<file path="src/rtl/fx_rx_pkg.sv">
package fx_rx_pkg;
    localparam int SYM_W = 5;
    localparam int NIB_W = 4;

    typedef logic [SYM_W-1:0] sym_t;
    typedef logic [NIB_W-1:0] nib_t;

    localparam sym_t SYM_J    = 5'b11000;
    localparam sym_t SYM_K    = 5'b10001;
    localparam sym_t SYM_T    = 5'b01101;
    localparam sym_t SYM_R    = 5'b00111;
    localparam sym_t SYM_IDLE = 5'b11111;
    localparam nib_t NIB_PRE  = 4'h5;

    typedef enum logic [2:0] {
        ST_IDLE, ST_JCHK, ST_KCHK, ST_DATA, ST_TSEEN
    } fr_state_t;

    typedef enum logic [2:0] {
        SC_DATA, SC_J, SC_K, SC_T, SC_R, SC_IDLE, SC_BAD
    } sym_cls_t;
endpackage

</file>
<file path="src/rtl/fx_rx_shift.sv">
module fx_rx_shift #(
    parameter int W = 5
) (
    input  logic         clk,
    input  logic         rst_n,
    input  logic         bit_en,
    input  logic         bit_in,
    input  logic         align,
    output logic [W-1:0] sym_now,
    output logic [$clog2(W)-1:0] cnt,
    output logic         sym_done
);
    localparam int CW = $clog2(W);
    localparam logic [CW-1:0] LAST = CW'(W - 1);

    logic [W-2:0] hist;

    // Window completed by the bit presented this cycle (oldest bit in MSB).
    assign sym_now  = {hist, bit_in};
    assign sym_done = bit_en && (cnt == LAST);

    always_ff @(posedge clk) begin
        if (!rst_n) begin
            hist <= '1;
            cnt  <= '0;
        end else if (bit_en) begin
            hist <= sym_now[W-2:0];
            cnt  <= (align || cnt == LAST) ? '0 : cnt + 1'b1;
        end
    end
endmodule

</file>
<file path="src/rtl/fx_rx_symdec.sv">
module fx_rx_symdec
    import fx_rx_pkg::*;
(
    input  sym_t     sym,
    output sym_cls_t cls,
    output nib_t     nib
);
    always_comb begin
        cls = SC_DATA;
        nib = '0;
        unique case (sym)
            5'b11110: nib = 4'h0;
            5'b01001: nib = 4'h1;
            5'b10100: nib = 4'h2;
            5'b10101: nib = 4'h3;
            5'b01010: nib = 4'h4;
            5'b01011: nib = 4'h5;
            5'b01110: nib = 4'h6;
            5'b01111: nib = 4'h7;
            5'b10010: nib = 4'h8;
            5'b10011: nib = 4'h9;
            5'b10110: nib = 4'hA;
            5'b10111: nib = 4'hB;
            5'b11010: nib = 4'hC;
            5'b11011: nib = 4'hD;
            5'b11100: nib = 4'hE;
            5'b11101: nib = 4'hF;
            SYM_J:    cls = SC_J;
            SYM_K:    cls = SC_K;
            SYM_T:    cls = SC_T;
            SYM_R:    cls = SC_R;
            SYM_IDLE: cls = SC_IDLE;
            default:  cls = SC_BAD;
        endcase
    end
endmodule

</file>
<file path="src/rtl/fx_rx_framer.sv">
module fx_rx_framer
    import fx_rx_pkg::*;
(
    input  logic       clk,
    input  logic       rst_n,
    input  logic       bit_en,
    input  logic       bit_in,
    input  logic       flag_clr,
    output logic       rx_stb,
    output logic [3:0] rx_nib,
    output logic       rx_dv,
    output logic       rx_err,
    output logic       crs,
    output logic       false_carrier,
    output logic       bad_symbol
);
    localparam int CW = $clog2(SYM_W);

    fr_state_t state, nxt;
    sym_t      sym_now;
    logic [CW-1:0] cnt;
    logic      sym_done, align, pre_pend;
    sym_cls_t  cls;
    nib_t      dnib;

    // In idle every bit is a boundary; in the J check the window closes two bits after the zero.
    logic j_done;
    assign j_done = (state == ST_JCHK) && bit_en && (cnt == CW'(1));
    assign align  = (state == ST_IDLE) || j_done;

    fx_rx_shift #(.W(SYM_W)) u_shift (
        .clk(clk), .rst_n(rst_n), .bit_en(bit_en), .bit_in(bit_in),
        .align(align), .sym_now(sym_now), .cnt(cnt), .sym_done(sym_done)
    );

    fx_rx_symdec u_dec (.sym(sym_now), .cls(cls), .nib(dnib));

    logic fc_set, bad_set;
    assign fc_set  = (j_done && sym_now != SYM_J) ||
                     (state == ST_KCHK && sym_done && sym_now != SYM_K);
    assign bad_set = (state == ST_DATA && sym_done &&
                      (cls == SC_J || cls == SC_K || cls == SC_R || cls == SC_BAD)) ||
                     (state == ST_TSEEN && sym_done && cls != SC_R);

    always_comb begin
        nxt = state;
        unique case (state)
            ST_IDLE:  if (bit_en && !bit_in) nxt = ST_JCHK;
            ST_JCHK:  if (j_done) nxt = (sym_now == SYM_J) ? ST_KCHK : ST_IDLE;
            ST_KCHK:  if (sym_done) nxt = (sym_now == SYM_K) ? ST_DATA : ST_IDLE;
            ST_DATA:  if (sym_done) begin
                          if (cls == SC_T)         nxt = ST_TSEEN;
                          else if (cls == SC_IDLE) nxt = ST_IDLE;
                      end
            ST_TSEEN: if (sym_done) nxt = ST_IDLE;
        endcase
    end

    always_ff @(posedge clk) begin
        if (!rst_n) state <= ST_IDLE;
        else        state <= nxt;
    end

    always_ff @(posedge clk) begin
        if (!rst_n) begin
            rx_stb        <= 1'b0;
            rx_nib        <= '0;
            rx_dv         <= 1'b0;
            rx_err        <= 1'b0;
            crs           <= 1'b0;
            false_carrier <= 1'b0;
            bad_symbol    <= 1'b0;
            pre_pend      <= 1'b0;
        end else begin
            rx_stb   <= 1'b0;
            rx_err   <= 1'b0;
            pre_pend <= 1'b0;
            if (fc_set)        false_carrier <= 1'b1;
            else if (flag_clr) false_carrier <= 1'b0;
            if (bad_set)       bad_symbol <= 1'b1;
            else if (flag_clr) bad_symbol <= 1'b0;
            unique case (state)
                ST_IDLE: ;
                ST_JCHK: if (j_done && sym_now == SYM_J) crs <= 1'b1;
                ST_KCHK: if (sym_done) begin
                    if (sym_now == SYM_K) begin
                        rx_stb   <= 1'b1;
                        rx_nib   <= NIB_PRE;
                        rx_dv    <= 1'b1;
                        pre_pend <= 1'b1;
                    end else begin
                        crs <= 1'b0;
                    end
                end
                ST_DATA: begin
                    if (pre_pend) begin
                        rx_stb <= 1'b1;
                        rx_nib <= NIB_PRE;
                    end
                    if (sym_done) begin
                        unique case (cls)
                            SC_DATA: begin rx_stb <= 1'b1; rx_nib <= dnib; end
                            SC_T:    rx_dv <= 1'b0;
                            SC_IDLE: begin rx_err <= 1'b1; rx_dv <= 1'b0; crs <= 1'b0; end
                            SC_J, SC_K, SC_R, SC_BAD: rx_err <= 1'b1;
                        endcase
                    end
                end
                ST_TSEEN: if (sym_done) begin
                    crs <= 1'b0;
                    if (cls != SC_R) rx_err <= 1'b1;
                end
            endcase
        end
    end
endmodule

</file>
<file path="config.mk">
export PLATFORM = sky130hd
export DESIGN_NAME = fx_rx_framer
export DESIGN_NICKNAME = d
export VERILOG_FILES = /design/src/rtl/fx_rx_pkg.sv /design/src/rtl/fx_rx_shift.sv /design/src/rtl/fx_rx_symdec.sv /design/src/rtl/fx_rx_framer.sv
export SDC_FILE = /design/constraint.sdc
export NUM_CORES = 1
export LEC_CHECK = 0
export BUFFER_PORTS_ARGS = -buffer_cell sky130_fd_sc_hd__buf_4
export CORE_UTILIZATION = 58
export CTS_BUF_LIST = sky130_fd_sc_hd__clkbuf_16
export CTS_CLUSTER_DIAMETER = 40
export DETAILED_ROUTE_END_ITERATION = 8
export PLACE_DENSITY_LB_ADDON = 0.05
export SLEW_MARGIN = 40
export SYNTH_ARGS = -nofsm -noshare
export SYNTH_HDL_FRONTEND = slang
export SYNTH_HIERARCHICAL = 1
export SYNTH_SLANG_ARGS = --single-unit
</file>
<file path="constraint.sdc">
create_clock -name clk -period 2.7 [get_ports clk]
set_clock_uncertainty 0.05 [all_clocks]
set_input_delay 0.27 -clock clk [delete_from_list [all_inputs] [get_ports clk]]
set_output_delay 0.27 -clock clk [all_outputs]
set_load 0.02 [all_outputs]
</file>
==> flow_metrics.env <==
export IMPL_outcome="finished, final reports clean"
export IMPL_rows=17
export IMPL_crit_top_cell="nor3b_1"
export IMPL_clock_latency_ns=0.25
export IMPL_worstHoldPathType="in -> reg"
export IMPL_ys_seq_elements=21
export IMPL_critPathMaxStageDelay_ns=0.66
export IMPL_cp_arrival_ns=2.60
export IMPL_max_freq_mhz=409
export IMPL_area_delta_synth_final_pct=8.00
export IMPL_initial_core_util_pct=63.2
export IMPL_cts_buffers=3
export IMPL_rsz0062_at_grt="false"
export IMPL_synthAdderAreaFrac_pct=1.76
export IMPL_syn_mean_instance_area_um2=8.79
export IMPL_yosysWarnings=6
export IMPL_cts_setup_buffers=0
export IMPL_wl_um=2890
export IMPL_end_kind="flop"
export IMPL_critPathRequiredTime_ns=2.85
export IMPL_synthCells=162
export IMPL_setup_tns_ns=0
export IMPL_reg2reg_setup_slack_ns=0.26
export IMPL_ios=15
export IMPL_startpoint="u_shift/hist[0]"
export IMPL_path_depth=6
export IMPL_grt_overflow=0
export IMPL_ant_nets=0
export IMPL_r2r_cells=6
export IMPL_die_y_um=51.5
export IMPL_die_width_um=51.5
export IMPL_syn_area_mm2=0.00142
export IMPL_grt_max_degree=21
export IMPL_synth_edff_count=0
export IMPL_report_final_setup_viol=0
export IMPL_cp_max_fo=14
export IMPL_cts_resized=0
export IMPL_drive_above_1_share_pct=20.8
export IMPL_synthDistinctLibCells=58
export IMPL_h_tree_depth=1
export IMPL_antennaDiodeCount=0
export IMPL_post_route_util_pct=68.2
export IMPL_ys_seq_area_share_pct=29.5
export IMPL_r2r_start="u_shift/hist[0]"
export IMPL_dp_hpwl_um=1990
export IMPL_p_per_area_mw_per_mm2=464
export IMPL_dieArea_mm2=0.00266
export IMPL_slew_headroom_pct=60.2
export IMPL_p_leak_uw=0.000590
export IMPL_firstDrtPassIters=5
export IMPL_gp_congestion=0.928
export IMPL_num_vias=1242
export IMPL_cts_root_buffer="clkbuf_16"
export IMPL_cts_buffer_depth=2
export IMPL_path_buf_inv=0
export IMPL_grt_pass1_vias=1027
export IMPL_fin_crit_sh_pct=90.5
export IMPL_ctsHoldBuffers=0
export IMPL_final_common_cell="dfxtp_1"
export IMPL_yosys_top_cells_area="dfxtp_1 (30%), nand2_1 (4.5%), xnor2_1 (4.3%)"
export IMPL_slowest_stage="dfxtp_1"
export IMPL_nNetsFinal=176
export IMPL_synth_xor_area_share_pct=4.92
export IMPL_io_buffers=14
export IMPL_max_slew_worst_pin_slew_ns=0.595
export IMPL_crit_type="reg -> reg"
export IMPL_drcViolationCount=0
export IMPL_maxCapViolations=0
export IMPL_grt_pass1_wl_um=4560
export IMPL_slew_viol_final=0
export IMPL_antenna_found_initial=0
export IMPL_clk_pin_slew_ns=0.06
export IMPL_synthesis_nets=169
export IMPL_crit_path_end="rx_nib[0]"
export IMPL_yosysTopAreaCell="dfxtp_1"
export IMPL_synth_top_area_share_pct=29.5
export IMPL_cp_top_family="simple AND/OR/NAND/NOR gates"
export IMPL_avgRoutedWirePerCell_um=14.7
export IMPL_period_minus_slack_ns=2.44
export IMPL_max_vdd_ir_drop_mv=0.306
export IMPL_viasPerCell=6.34
export IMPL_synthMuxAreaShare_pct=2.81
export IMPL_cts_tree="done"
export IMPL_core_area_mm2=0.00225
export IMPL_hold_viol_final=0
export IMPL_synth_top_family_by_area="simple AND/OR/NAND/NOR gates"
export IMPL_synth_compound_area_share_pct=21.3
export IMPL_worstPathCellList="nor3b_1, o31a_1, nor4b_1, nor3b_1, nor3_2, o221a_2"
export IMPL_final_cell_mix="dfxtp_1 (21), nand2_1 (17), buf_4 (14), nor2_1 (9), xnor2_1 (7)"
export IMPL_yosys_area_share_simple_pct=30.9
export IMPL_timing_rr_end="rx_nib[0]"
export IMPL_grtUsageTotal_pct=23.4
export IMPL_cts_sinks=21
export IMPL_synth_flop_cell="dfxtp_1"
export IMPL_async_flop_share_pct=0
export IMPL_first_iter_violations=30
export IMPL_critPathLaunchType="flop"
## final cells by class
cell class | instances | area, um^2
fill | 189 | 717
sequential | 21 | 420
tap | 28 | 35.0
clock buffer | 3 | 75.1
multi-input combinational | 124 | 878
timing repair buffer | 14 | 105
inverter | 5 | 18.8
clock inverter | 1 | 5.00
## power by group
part / leakage (uW) / total [uW] / switching (uW) / internal, uW
clock: 0.0000409 / 315 / 116 / 199
sequential: 0.000170 / 327 / 13.5 / 314
combinational: 0.000379 / 71.4 / 39.1 / 32.3
## through the flow
| step | worst slack (ns) | total power [uW] | hold slack, ns | instance area, um^2 | std cells |
|---|---|---|---|---|---|
| 2_1_floorplan | 0.601 | 394 | 0.282 | 1420 | 162 |
| 3_3_place_gp | 0.431 | 401 | 0.427 | 1460 | 192 |
| 3_5_place_dp | 0.345 | 404 | 0.426 | 1460 | 192 |
| 4_1_cts | 0.310 | 718 | 0.248 | 1540 | 196 |
| 5_1_grt | 0.0947 | 741 | 0.265 | 1540 | 196 |
| 6_report | 0.255 | 713 | 0.256 | 1540 | 196 |
## sequential cells by signal, indices dropped and copies added, names as in the netlist
name,flops
rx_nib,4
u_shift/hist,4
state,3
u_shift/cnt,3
bad_symbol,1
crs,1
false_carrier,1
pre_pend,1
rx_dv,1
rx_err,1
rx_stb,1
## kinds of logic (layout without fill, tap and decap cells)
group / after synthesis / in the layout
xor+xnor: 8 / 8
simple gates: 72 / 72
compound gates: 38 / 38
mux: 4 / 4
buf+inv: 17 / 23
flops: 21 / 21
fa+ha+maj: 2 / 2
## how the worst min path moves through the flow
stage	startpoint	end	slack (ns)	depth (start not counted)
after detailed placement	rx_nib[3]	rx_nib[3]	0.43	2
after CTS	rst_n	u_shift/hist[2]	0.25	2
after global routing	rst_n	u_shift/hist[3]	0.27	2
after global placement	rx_dv	rx_dv	0.43	1
after floorplan	rst_n	u_shift/hist[0]	0.28	1
final	flag_clr	bad_symbol	0.26	3
## layer usage
metal / global-route usage [%] / share of wire [%] / up-vias
met3: 5.56 / 4.7 / 9
met1: 29.4 / 47 / 584
met5: 0 / 0 / -
met4: 12.2 / 2.2 / 0
met2: 37.0 / 46 / 45
li1: - / - / 604
## cells in the mapped netlist, types with 5 or more instances
cell     count
a21oi_1      6
buf_4        5
dfxtp_1     21
inv_1        5
nand2_1     17
nand3_1      6
nor2_1       9
nor2b_1      5
o21ai_0      5
xnor2_1      7
## worst min-delay path: stages
cell	delay, ns
buf_4	0.08
nand3b_1	0.09
o21ai_0	0.07
No activity file was read; power rests on OpenSTA's default activity.
